[src/rtl/pic_pkg.sv]
package pic_pkg;
  localparam int NUM_SLOTS = 8;
  localparam int ADDR_W    = 4;

  localparam logic [ADDR_W-1:0] FLAG_ADDR = 4'd8;
  localparam logic [ADDR_W-1:0] GEN_ADDR  = 4'd9;
  localparam logic [ADDR_W-1:0] GPOL_ADDR = 4'd10;
  localparam logic [ADDR_W-1:0] PIN_ADDR  = 4'd11;

  // bit positions inside a slot configuration word
  localparam int MODE_BIT = 8;
  localparam int HI_BIT   = 9;
  localparam int LO_BIT   = 10;

  typedef struct packed {
    logic lowEn;      // edge: falling enable, level: active-low select
    logic highEn;     // edge: rising enable, level: slot enable
    logic levelMode;
  } slotMode_t;

  typedef struct packed {
    logic [NUM_SLOTS-1:0] cfgWr;
    logic                 flagClr;
    logic                 grpEnWr;
    logic                 grpPolWr;
  } picStrobe_t;
endpackage

[src/rtl/pic_ctrl.sv]
module pic_ctrl
  import pic_pkg::*;
(
  input  logic              wrEn,
  input  logic [ADDR_W-1:0] addr,
  output picStrobe_t        strobes
);
  for (genvar k = 0; k < NUM_SLOTS; k++) begin : g_slotDec
    assign strobes.cfgWr[k] = wrEn && (addr == ADDR_W'(k));
  end

  assign strobes.flagClr  = wrEn && (addr == FLAG_ADDR);
  assign strobes.grpEnWr  = wrEn && (addr == GEN_ADDR);
  assign strobes.grpPolWr = wrEn && (addr == GPOL_ADDR);
endmodule

[src/rtl/pic_datapath.sv]
module pic_datapath
  import pic_pkg::*;
#(
  parameter int NUM_PINS = 32,
  localparam int SEL_W   = $clog2(NUM_PINS)
) (
  input  logic                 clk,
  input  logic                 rst,
  input  logic [NUM_PINS-1:0]  pinIn,
  input  picStrobe_t           strobes,
  input  logic [NUM_PINS-1:0]  wrData,
  input  logic [ADDR_W-1:0]    rdAddr,
  output logic [NUM_PINS-1:0]  rdData,
  output logic [NUM_SLOTS-1:0] slotIrq,
  output logic                 groupIrq,
  output logic [NUM_SLOTS-1:0] edgeFlags,
  output logic [NUM_PINS-1:0]  pinSync,
  output logic [NUM_PINS-1:0]  grpEn
);
  logic [NUM_PINS-1:0] syncStage;
  logic [NUM_PINS-1:0] pinPrev;
  logic [NUM_PINS-1:0] grpPol;
  logic [SEL_W-1:0]    slotSel  [NUM_SLOTS];
  slotMode_t           slotMode [NUM_SLOTS];
  logic [NUM_PINS-1:0] cfgWord  [NUM_SLOTS];

  always_ff @(posedge clk) begin
    if (rst) begin
      syncStage <= '0;
      pinSync   <= '0;
      pinPrev   <= '0;
    end else begin
      syncStage <= pinIn;
      pinSync   <= syncStage;
      pinPrev   <= pinSync;
    end
  end

  always_ff @(posedge clk) begin
    if (rst) begin
      grpEn  <= '0;
      grpPol <= '0;
    end else begin
      if (strobes.grpEnWr)  grpEn  <= wrData;
      if (strobes.grpPolWr) grpPol <= wrData;
    end
  end

  assign groupIrq = |(grpEn & ~(pinSync ^ grpPol));

  for (genvar k = 0; k < NUM_SLOTS; k++) begin : g_slot
    logic curBit, oldBit, edgeHit, levelHit;

    always_ff @(posedge clk) begin
      if (rst) begin
        slotSel[k]  <= '0;
        slotMode[k] <= '0;
      end else if (strobes.cfgWr[k]) begin
        slotSel[k]  <= wrData[SEL_W-1:0];
        slotMode[k] <= '{lowEn: wrData[LO_BIT], highEn: wrData[HI_BIT],
                         levelMode: wrData[MODE_BIT]};
      end
    end

    assign curBit  = pinSync[slotSel[k]];
    assign oldBit  = pinPrev[slotSel[k]];
    assign edgeHit = !slotMode[k].levelMode &&
                     ((slotMode[k].highEn && curBit && !oldBit) ||
                      (slotMode[k].lowEn && !curBit && oldBit));
    assign levelHit = slotMode[k].levelMode && slotMode[k].highEn &&
                      (curBit ^ slotMode[k].lowEn);

    // a fresh edge wins over a clearing write in the same cycle
    always_ff @(posedge clk) begin
      if (rst)                                edgeFlags[k] <= 1'b0;
      else if (edgeHit)                       edgeFlags[k] <= 1'b1;
      else if (strobes.flagClr && wrData[k])  edgeFlags[k] <= 1'b0;
    end

    assign slotIrq[k] = slotMode[k].levelMode ? levelHit : edgeFlags[k];

    always_comb begin
      cfgWord[k]           = '0;
      cfgWord[k][SEL_W-1:0] = slotSel[k];
      cfgWord[k][MODE_BIT] = slotMode[k].levelMode;
      cfgWord[k][HI_BIT]   = slotMode[k].highEn;
      cfgWord[k][LO_BIT]   = slotMode[k].lowEn;
    end
  end

  always_comb begin
    rdData = '0;
    for (int k = 0; k < NUM_SLOTS; k++)
      if (rdAddr == ADDR_W'(k)) rdData = cfgWord[k];
    case (rdAddr)
      FLAG_ADDR: rdData = NUM_PINS'(edgeFlags);
      GEN_ADDR:  rdData = grpEn;
      GPOL_ADDR: rdData = grpPol;
      PIN_ADDR:  rdData = pinSync;
      default:   ;
    endcase
  end
endmodule

[src/rtl/pin_irq_ctrl.sv]
module pin_irq_ctrl
  import pic_pkg::*;
#(
  parameter int NUM_PINS = 32
) (
  input  logic                 clk,
  input  logic                 rst,
  input  logic [NUM_PINS-1:0]  pinIn,
  input  logic                 wrEn,
  input  logic [ADDR_W-1:0]    addr,
  input  logic [NUM_PINS-1:0]  wrData,
  output logic [NUM_PINS-1:0]  rdData,
  output logic [NUM_SLOTS-1:0] slotIrq,
  output logic                 groupIrq
);
  picStrobe_t          strobes;
  logic [NUM_SLOTS-1:0] edgeFlags;
  logic [NUM_PINS-1:0]  pinSync;
  logic [NUM_PINS-1:0]  grpEn;

  pic_ctrl u_ctrl (
    .wrEn    (wrEn),
    .addr    (addr),
    .strobes (strobes)
  );

  pic_datapath #(.NUM_PINS(NUM_PINS)) u_dp (
    .clk       (clk),
    .rst       (rst),
    .pinIn     (pinIn),
    .strobes   (strobes),
    .wrData    (wrData),
    .rdAddr    (addr),
    .rdData    (rdData),
    .slotIrq   (slotIrq),
    .groupIrq  (groupIrq),
    .edgeFlags (edgeFlags),
    .pinSync   (pinSync),
    .grpEn     (grpEn)
  );
endmodule

[config.mk]
export PLATFORM = sky130hd
export DESIGN_NAME = pin_irq_ctrl
export DESIGN_NICKNAME = d
export VERILOG_FILES = /design/src/rtl/pic_pkg.sv /design/src/rtl/pic_ctrl.sv /design/src/rtl/pic_datapath.sv /design/src/rtl/pin_irq_ctrl.sv
export SDC_FILE = /design/constraint.sdc
export NUM_CORES = 1
export LEC_CHECK = 0
export ABC_AREA = 1
export BUFFER_PORTS_ARGS = -buffer_cell sky130_fd_sc_hd__buf_2
export CAP_MARGIN = 20
export CELL_PAD_IN_SITES_DETAIL_PLACEMENT = 1
export CELL_PAD_IN_SITES_GLOBAL_PLACEMENT = 1
export CORE_MARGIN = 4
export CORE_UTILIZATION = 40
export CTS_BUF_LIST = sky130_fd_sc_hd__clkbuf_16
export DETAILED_ROUTE_END_ITERATION = 7
export GPL_ROUTABILITY_DRIVEN = 1
export HOLD_SLACK_MARGIN = 0.08
export PLACE_DENSITY = 0.86
export SETUP_SLACK_MARGIN = 0.5
export SYNTH_ARGS = -nofsm -noshare
export SYNTH_HDL_FRONTEND = slang
export SYNTH_SLANG_ARGS = --single-unit
[constraint.sdc]
create_clock -name clk -period 2.7 [get_ports clk]
set_input_delay 0.81 -clock clk [delete_from_list [all_inputs] [get_ports clk]]
set_output_delay 0.81 -clock clk [all_outputs]
set_load 0.03 [all_outputs]
==> impl_metrics.tcl, run 1 <==
set metrics [dict create \
    place_congestion 1.06 \
    rows 70 \
    synth_area_leaders "dfxtp_1, nand2_1, nand3_1" \
    cts_buffers 27 \
    synthCells 2341 \
    syn-num-nets 2420 \
    error "[ERROR GRT-0232] Routing congestion too high. Check the congestion heatmap in the GUI." \
    haltStage "global routing (5_1_grt)" \
    synthesis.area_um2 14900 \
    ios 112 \
    cts_root_buf "clkbuf_16" \
    htreeDepth 1 \
    dp_hpwl_um 55300 \
    ys_types 29 \
    clock-sinks 232 \
    gr-usage-all-layers_pct 71.8 \
    portBuffers 111 \
    die_w_um 201 \
    endpoint_type "top-level output" \
    yosys_warnings 0 \
    status "stopped before the end" \
    yosys.area.top_type "dfxtp_1" \
    synth_edf_count 64 \
    synthFlopType "dfxtp_1" \
    initial_core_util_pct 40.7 \
    ys_ff_latch 232 \
    grt_overflow 8 \
    grt_max_degree 128 \
    synthArstFlopShare_pct 0 \
    clockBufferDepth 3 \
    synth_top_area_share_pct 22.5 \
    seq_area_frac_synth_pct 35.4 \
    antenna_found_initial 20 \
    floorplan.die.height_um 201 \
    dp_cells 2987 \
    crit_endpoint "slotIrq[4]" \
    syn_area_per_cell_um2 6.38 \
]
==> synthesized netlist by cell type (23+ instances only) <==
cell type,instances
a21oi_1,126
buf_2,63
buf_4,28
buf_6,36
clkbuf_1,45
dfxtp_1,168
edfxtp_1,64
inv_1,220
nand2_1,714
nand3_1,462
nor2_1,178
o21ai_0,107
o22ai_1,23
==> logic make-up after synthesis <==
kind of cell	Yosys count	share of synthesized area, %
and+or+nand+nor	1383	39.1
buffers and inverters	423	13.8
AOI/OAI and AO/OA	295	11.1
DFF	232	35.4
adders and majority gates	8	0.670
==> repair_timing <==
item | CTS
gates cloned | 13
endpoints found under the setup margin | 42
resized for setup | 361
buffers inserted | 75
hold buffers | 0
pin swaps | 79
==> metrics by stage <==
step / util [%] / setup WS (ns) / area (µm²) / hold WS (ns) / setup TNS, ns
after detailed placement: 49.3 / -0.416 / 18100 / 0.399 / -12.87
after CTS: 57.1 / -0.613 / 21000 / 0.403 / -9.58
after global placement: 49.3 / -0.418 / 18100 / 0.393 / -10.92
after floorplan: - / 0.177 / 15800 / 0.388 / 0
==> per-layer routing <==
metal | overflow | track usage (%)
met5 | 0 | 36.0
met4 | 2 | 68.8
met3 | 1 | 59.9
met2 | 4 | 87.0
met1 | 1 | 71.0
==> run 2: changes to the inputs <==
==> config.mk (replaced) <==
export PLATFORM = sky130hd
export DESIGN_NAME = pin_irq_ctrl
export DESIGN_NICKNAME = d
export VERILOG_FILES = /design/src/rtl/pic_pkg.sv /design/src/rtl/pic_ctrl.sv /design/src/rtl/pic_datapath.sv /design/src/rtl/pin_irq_ctrl.sv
export SDC_FILE = /design/constraint.sdc
export NUM_CORES = 1
export LEC_CHECK = 0
export ABC_AREA = 1
export BUFFER_PORTS_ARGS = -buffer_cell sky130_fd_sc_hd__buf_2
export CAP_MARGIN = 20
export CORE_MARGIN = 4
export CORE_UTILIZATION = 25
export DETAILED_ROUTE_END_ITERATION = 7
export GPL_ROUTABILITY_DRIVEN = 1
export PLACE_DENSITY_LB_ADDON = 0.15
export SYNTH_ARGS = -nofsm -noshare
export SYNTH_HDL_FRONTEND = slang
export SYNTH_SLANG_ARGS = --single-unit
==> run 2 against run 1 <==
Compared with the run above:
- the flow now finishes, with violations (setup timing)
- synthesized area unchanged
- synthesized cell count unchanged
==> impl_metrics.tcl, run 2 <==
set metrics [dict create \
    relSlewSlack_pct 50.0 \
    clk_pin_slew_worst_paths_ns 0.06 \
    drive_gt1_share_pct 33.3 \
    synthCells 2341 \
    holdWs_ns 0.393 \
    largest_reg_flops 40 \
    wire_per_inst_um 22.0 \
    mostFrequentLayoutCells "nand2_1, nand3_1, buf_4" \
    cts_root_buf "clkbuf_16" \
    synth_most_common_cell "nand2_1" \
    dieArea_um2 63700 \
    hold_viol 0 \
    clock_power_share_pct 37.3 \
    layout_setup_ws_ns -0.734 \
    vias 17960 \
    dp_cells 3326 \
    via_per_inst 5.13 \
    yosys.area.top_type "dfxtp_1" \
    drc_errors 0 \
    top_register "u_dp.slotSel" \
    coreArea_um2 59100 \
    grt_pass1_wl_um 111000 \
    gr-usage-all-layers_pct 23.0 \
    dp_hpwl_um 56800 \
    synthesis.area_um2 14900 \
    rsz0062_at_grt "yes" \
    final_util_pct 38.2 \
    pre_cts_ws_ns -0.492 \
    synth_edf_count 64 \
    grt_max_degree 128 \
    worst_pin_slew_ns 0.749 \
    comb_power_share_pct 25.4 \
    final_cells 3500 \
    syn-num-nets 2420 \
    drtIter0Drc 1645 \
    endpoint_kind "output port" \
    ys_ff_latch 232 \
    synth_area_leaders "dfxtp_1, nand2_1, nand3_1" \
    area.sequential_um2 5340 \
    synthTopCellsByCount "nand2_1, nand3_1, inv_1, nor2_1, dfxtp_1" \
    crit_fanout 8 \
    htreeDepth 1 \
    synthFlopType "dfxtp_1" \
    cts_buffers 29 \
    finClkSkew_ns 0.0287 \
    place_congestion 1.00 \
    yosys_warnings 0 \
    violations "setup timing" \
    nets 2784 \
    leakage_uw 0.00976 \
    cts_tree "built" \
    ys_types 29 \
    stdcell_area_um2 22600 \
    initial_core_util_pct 25.3 \
    power_frac_seq_pct 37.3 \
    grt_pass1_vias 17014 \
    seq_area_frac_synth_pct 35.4 \
    floorplan.die.height_um 252 \
    portBuffers 111 \
    synth_top_area_share_pct 22.5 \
    multi_input_comb_area_um2 9260 \
    p_switching_uw 3360 \
    cts_hold_buffers 0 \
    status "finished with violations" \
    die_w_um 252 \
    maxCapViolations 0 \
    syn_area_per_cell_um2 6.38 \
    antenna_found_initial 1 \
    slew_violations 0 \
    rows 89 \
    ios 112 \
    fillers 6217 \
    syn_to_final_growth_pct 51.4 \
    arrival_ns 2.62 \
    layout_commonest_cell "nand2_1" \
    clock-sinks 232 \
    ir_drop_uv 407 \
    cp.required_ns 1.89 \
    clockBufferDepth 3 \
    p_int_uw 7140 \
    setup_viol 41 \
    worst_skew_pair.late_latency_ns 0.61 \
    antenna_left 0 \
    finalCritPeriodShare_pct 127 \
    switching_share_pct 32.0 \
    clock.fmax_mhz 291 \
    grt_overflow 0 \
    holdCritPathClass "reg -> reg" \
    fin_crit_ns 3.43 \
    dr.pass1.iters 6 \
    drt_wl_total_um 76900 \
    crit_type "reg -> out" \
    start_kind "flip-flop" \
    placed_area_um2 17800 \
    power.density_nw_per_um2 464 \
    synthArstFlopShare_pct 0 \
]
[run 2: worst max-delay path: stages (launching register included)]
cell,delay [ns]
edfxtp_1,0.51
buf_6,0.18
buf_6,0.13
nand2_1,0.07
nand3_1,0.08
nand3_1,0.14
nand2_4,0.08
nand2_2,0.09
nand3_4,0.13
nand2_4,0.10
ha_4,0.21
o22ai_4,0.15
buf_6,0.16
[run 2: cells by family after synthesis]
kind of cell	share of synthesized area, %
buffers and inverters	13.8
adder cells (fa/ha/maj)	0.670
flip-flops	35.4
AND/OR/NAND/NOR	39.1
AO/OA/AOI/OAI	11.1
[run 2: layout make-up]
type | count | share of cell area, %
clock buffers | 44 | 3.68
clock inverters | 8 | 0.509
flip-flops and latches | 232 | 23.6
well taps | 773 | 4.28
multi-input cells | 1686 | 40.9
inverters | 247 | 4.91
diodes | 1 | 0.0111
repair buffers | 501 | 21.7
repair inverters | 8 | 0.321
[run 2: stage by stage]
| step | total power [µW] | TNS [ns] |
|---|---|---|
| 3_5_place_dp | 5950 | -15.37 |
| 4_1_cts | 10400 | -12.69 |
| 6_report | 10500 | -12.73 |
| 3_3_place_gp | 5950 | -15.80 |
| 5_1_grt | 10900 | -15.65 |
| 2_1_floorplan | 5020 | -2.18 |
[run 2: power by group through the flow]
stage,Sequential [µW],Clock [µW],Combinational [µW]
detailed placement,3980,0,1980
global route,3920,4160,2840
global placement,3980,0,1970
CTS,3910,4020,2470
finish,3920,3920,2660
floorplan,3860,0,1160
[run 2: path summary, 6_finish.rpt]
path	slack, ns	end	start	cells after the start
max	-0.73	slotIrq[5]	u_dp.slotSel[1][5]	12
min	0.39	u_dp.pinSync[5]	u_dp.syncStage[5]	2
max reg2reg	0.46	u_dp.edgeFlags[3]	u_dp.slotSel[0][15]	15
min reg2reg	0.39	u_dp.pinSync[5]	u_dp.syncStage[5]	2
[run 2: layer usage]
metal | global-route usage [%] | routed length, µm
met5 | 0 | 0
met1 | 30.3 | 32000
met2 | 37.3 | 35500
met4 | 9.83 | 3710
met3 | 3.55 | 5680
[run 2: timing repair]
action / 4_1_cts / 5_1_grt
setup buffers: 65 / 39
endpoints found under the setup margin: 41 / 41
pin swaps: 137 / 94
gates cloned: 23 / 6
resized for setup: 522 / 205
Power figures use the tool's default switching activity.
==> run 3: changes to the inputs <==
--- a/config.mk
+++ b/config.mk
@@ -5,7 +5,6 @@
 export SDC_FILE = /design/constraint.sdc
 export NUM_CORES = 1
 export LEC_CHECK = 0
-export ABC_AREA = 1
 export BUFFER_PORTS_ARGS = -buffer_cell sky130_fd_sc_hd__buf_2
 export CAP_MARGIN = 20
 export CORE_MARGIN = 4
==> run 3 against run 2 <==
Compared with the run above:
- the flow still finishes with violations (setup timing)
- synthesized cell count down 36%
- flip-flop and latch count unchanged
- setup slack better by 0.024 ns
- total power down 5.8%
- register-to-register slack worse by 0.40 ns
- critical path type unchanged
- critical endpoint is now rdData[0]
- clock power down 5%
- sequential power down 1%
- non-clock buffer count down 84
- highest routed layer unchanged
- first-iteration DRC count down 30%
- clock skew down 0.0093 ns
- combinational power down 14%
==> impl_metrics.tcl, run 3 <==
set metrics [dict create \
    cts_tree "built" \
    via_per_inst 5.10 \
    clock-sinks 232 \
    place_congestion 0.872 \
    synth_top_area_share_pct 23.1 \
    critPathTopFamily "buffers and inverters" \
    layout_commonest_cell "nand2_1" \
    grt_pass1_vias 13392 \
    status "finished with violations" \
    rsz0062_at_grt "yes" \
    coreArea_um2 57700 \
    critPathBufInv 5 \
    final_util_pct 35.9 \
    clock.fmax_mhz 293 \
    crit_type "reg -> out" \
    synthCells 1507 \
    arrival_ns 2.60 \
    wl_met3_um 3220 \
    leakage_uw 0.00804 \
    dp_cells 2476 \
    ir_drop_uv 404 \
    ys_types 41 \
    syn-num-nets 1586 \
    slowest_delay_ns 0.48 \
    seq_area_frac_synth_pct 36.3 \
    start_kind "flip-flop" \
    gr-usage-all-layers_pct 20.1 \
    synthTopCellsByCount "nand2_1, dfxtp_1, mux2i_1, nor2b_1, clkbuf_1" \
    p_int_uw 6950 \
    violations "setup timing" \
    final_cells 2601 \
    cts_buffers 28 \
    slew_violations 0 \
    cp.required_ns 1.89 \
    dr_wl_met2_um 32300 \
    stdcell_area_um2 20700 \
    switching_share_pct 29.8 \
    grt_max_degree 96 \
    synthArstFlopShare_pct 0 \
    worst_pin_slew_ns 0.520 \
    finalCritPeriodShare_pct 126 \
    holdCritPathClass "reg -> reg" \
    drt-met1-wl_um 26800 \
    synth_area_leaders "dfxtp_1, edfxtp_1, mux2i_1" \
    top_register "u_dp.slotSel" \
    relSlewSlack_pct 65.3 \
    antenna_left 0 \
    clockBufferDepth 3 \
    initial_core_util_pct 25.2 \
    nets 1895 \
    placed_area_um2 18000 \
    yosys.area.top_type "dfxtp_1" \
    crit_chain "buf_12, buf_8, buf_4, buf_12, mux4_2, mux2i_1, o211ai_1, buf_4" \
    largest_reg_flops 40 \
    antenna_found_initial 4 \
    pre_cts_ws_ns -0.562 \
    slowest_stage "mux4_2" \
    ios 112 \
    drc_errors 0 \
    htreeDepth 1 \
    synthesis.area_um2 14600 \
    clock_power_share_pct 37.7 \
    drive_gt1_share_pct 37.5 \
    synthFlopType "dfxtp_1" \
    setup_viol 41 \
    power_frac_seq_pct 39.2 \
    wire_per_inst_um 25.1 \
    mostFrequentLayoutCells "nand2_1, buf_4, dfxtp_1" \
    syn_area_per_cell_um2 9.67 \
    cts_root_buf "clkbuf_16" \
    rows 88 \
    holdWs_ns 0.434 \
    synth_edf_count 64 \
    endpoint_kind "output port" \
    portBuffers 111 \
    drtIter0Drc 1153 \
    dp_hpwl_um 45500 \
    cts_hold_buffers 0 \
    dr.pass1.iters 5 \
    layout_setup_ws_ns -0.710 \
    p_switching_uw 2950 \
    maxCapViolations 0 \
    crit_fanout 6 \
    finClkSkew_ns 0.0195 \
    power.density_nw_per_um2 478 \
    synth_most_common_cell "nand2_1" \
    syn_to_final_growth_pct 42.2 \
    drt_wl_total_um 65300 \
    yosys_warnings 0 \
    clk_pin_slew_worst_paths_ns 0.07 \
    floorplan.die.height_um 249 \
    comb_power_share_pct 23.1 \
    vias 13272 \
    grt_overflow 0 \
    fin_crit_ns 3.41 \
    grt_pass1_wl_um 94000 \
    hold_viol 0 \
    dieArea_um2 62200 \
    die_w_um 249 \
    ys_ff_latch 232 \
    worst_skew_pair.late_latency_ns 0.56 \
    top_layer_used "met4" \
]
run 3: changes by cell type after synthesis, moves of 66 or more:
cell / before / now
mux2i_1: 0 / 163
mux4_2: 0 / 66
nor2_1: 178 / 69
nor2b_1: 0 / 134
o21ai_0: 107 / 10
a22oi_1: 0 / 76
nand3_1: 462 / 50
and2_1: 0 / 68
nand2_1: 714 / 212
inv_1: 220 / 8
run 3: worst paths after layout:
path,start,to,slack (ns),cells after the start
max reg2reg,u_dp.slotSel[0][0],u_dp.edgeFlags[0],0.06,12
min reg2reg,u_dp.syncStage[6],u_dp.pinSync[6],0.43,1
max,u_dp.slotSel[0][0],rdData[0],-0.71,8
min,u_dp.syncStage[6],u_dp.pinSync[6],0.43,1
run 3: metrics by stage:
step	power (µW)	setup TNS, ns
finish	9900	-12.22
floorplan	4970	-0.526
global placement	5840	-14.88
CTS	9910	-13.57
detailed placement	5840	-14.90
global route	10200	-14.81
run 3: cell families (layout without fill, tap and decap cells):
kind of cell,count (synthesis),after routing,share of synthesized area [%]
fa+ha+maj,8,8,0.687
compound gates,230,230,10.4
buf+inv,146,474,5.06
flops,232,232,36.3
xor+xnor,32,32,1.92
simple gates,592,592,20.2
mux,267,267,25.4
other cells,0,1,0
run 3: area by class of cell:
type,instances,area (µm²)
inverter,8,30.0
sequential,232,5290
clock inverter,13,81.3
clock buffer,36,815
antenna,1,2.50
multi-input combinational,1129,9310
timing repair buffer,417,4230
tap,765,957
fill,5887,37000
run 3: power groups by stage:
stage / Sequential [µW] / Clock [µW] / Combinational (µW)
after floorplan: 3880 / 0 / 1090
after global placement: 3950 / 0 / 1890
after detailed placement: 3950 / 0 / 1890
after CTS: 3880 / 3820 / 2220
after global routing: 3890 / 3950 / 2400
final: 3880 / 3740 / 2280
run 3: repair_timing:
item                                    4_1_cts  5_1_grt
setup buffers                                56       20
endpoints found under the setup margin       41       42
gates resized for setup                     235       60
cloned                                       13        1
pin swaps                                    91       57
run 3: routing by layer:
layer / up-vias / GRT usage, %
met5: - / 0
met4: 0 / 7.49
met2: 476 / 35.6
met1: 6573 / 25.2
met3: 153 / 2.25
li1: 6070 / -
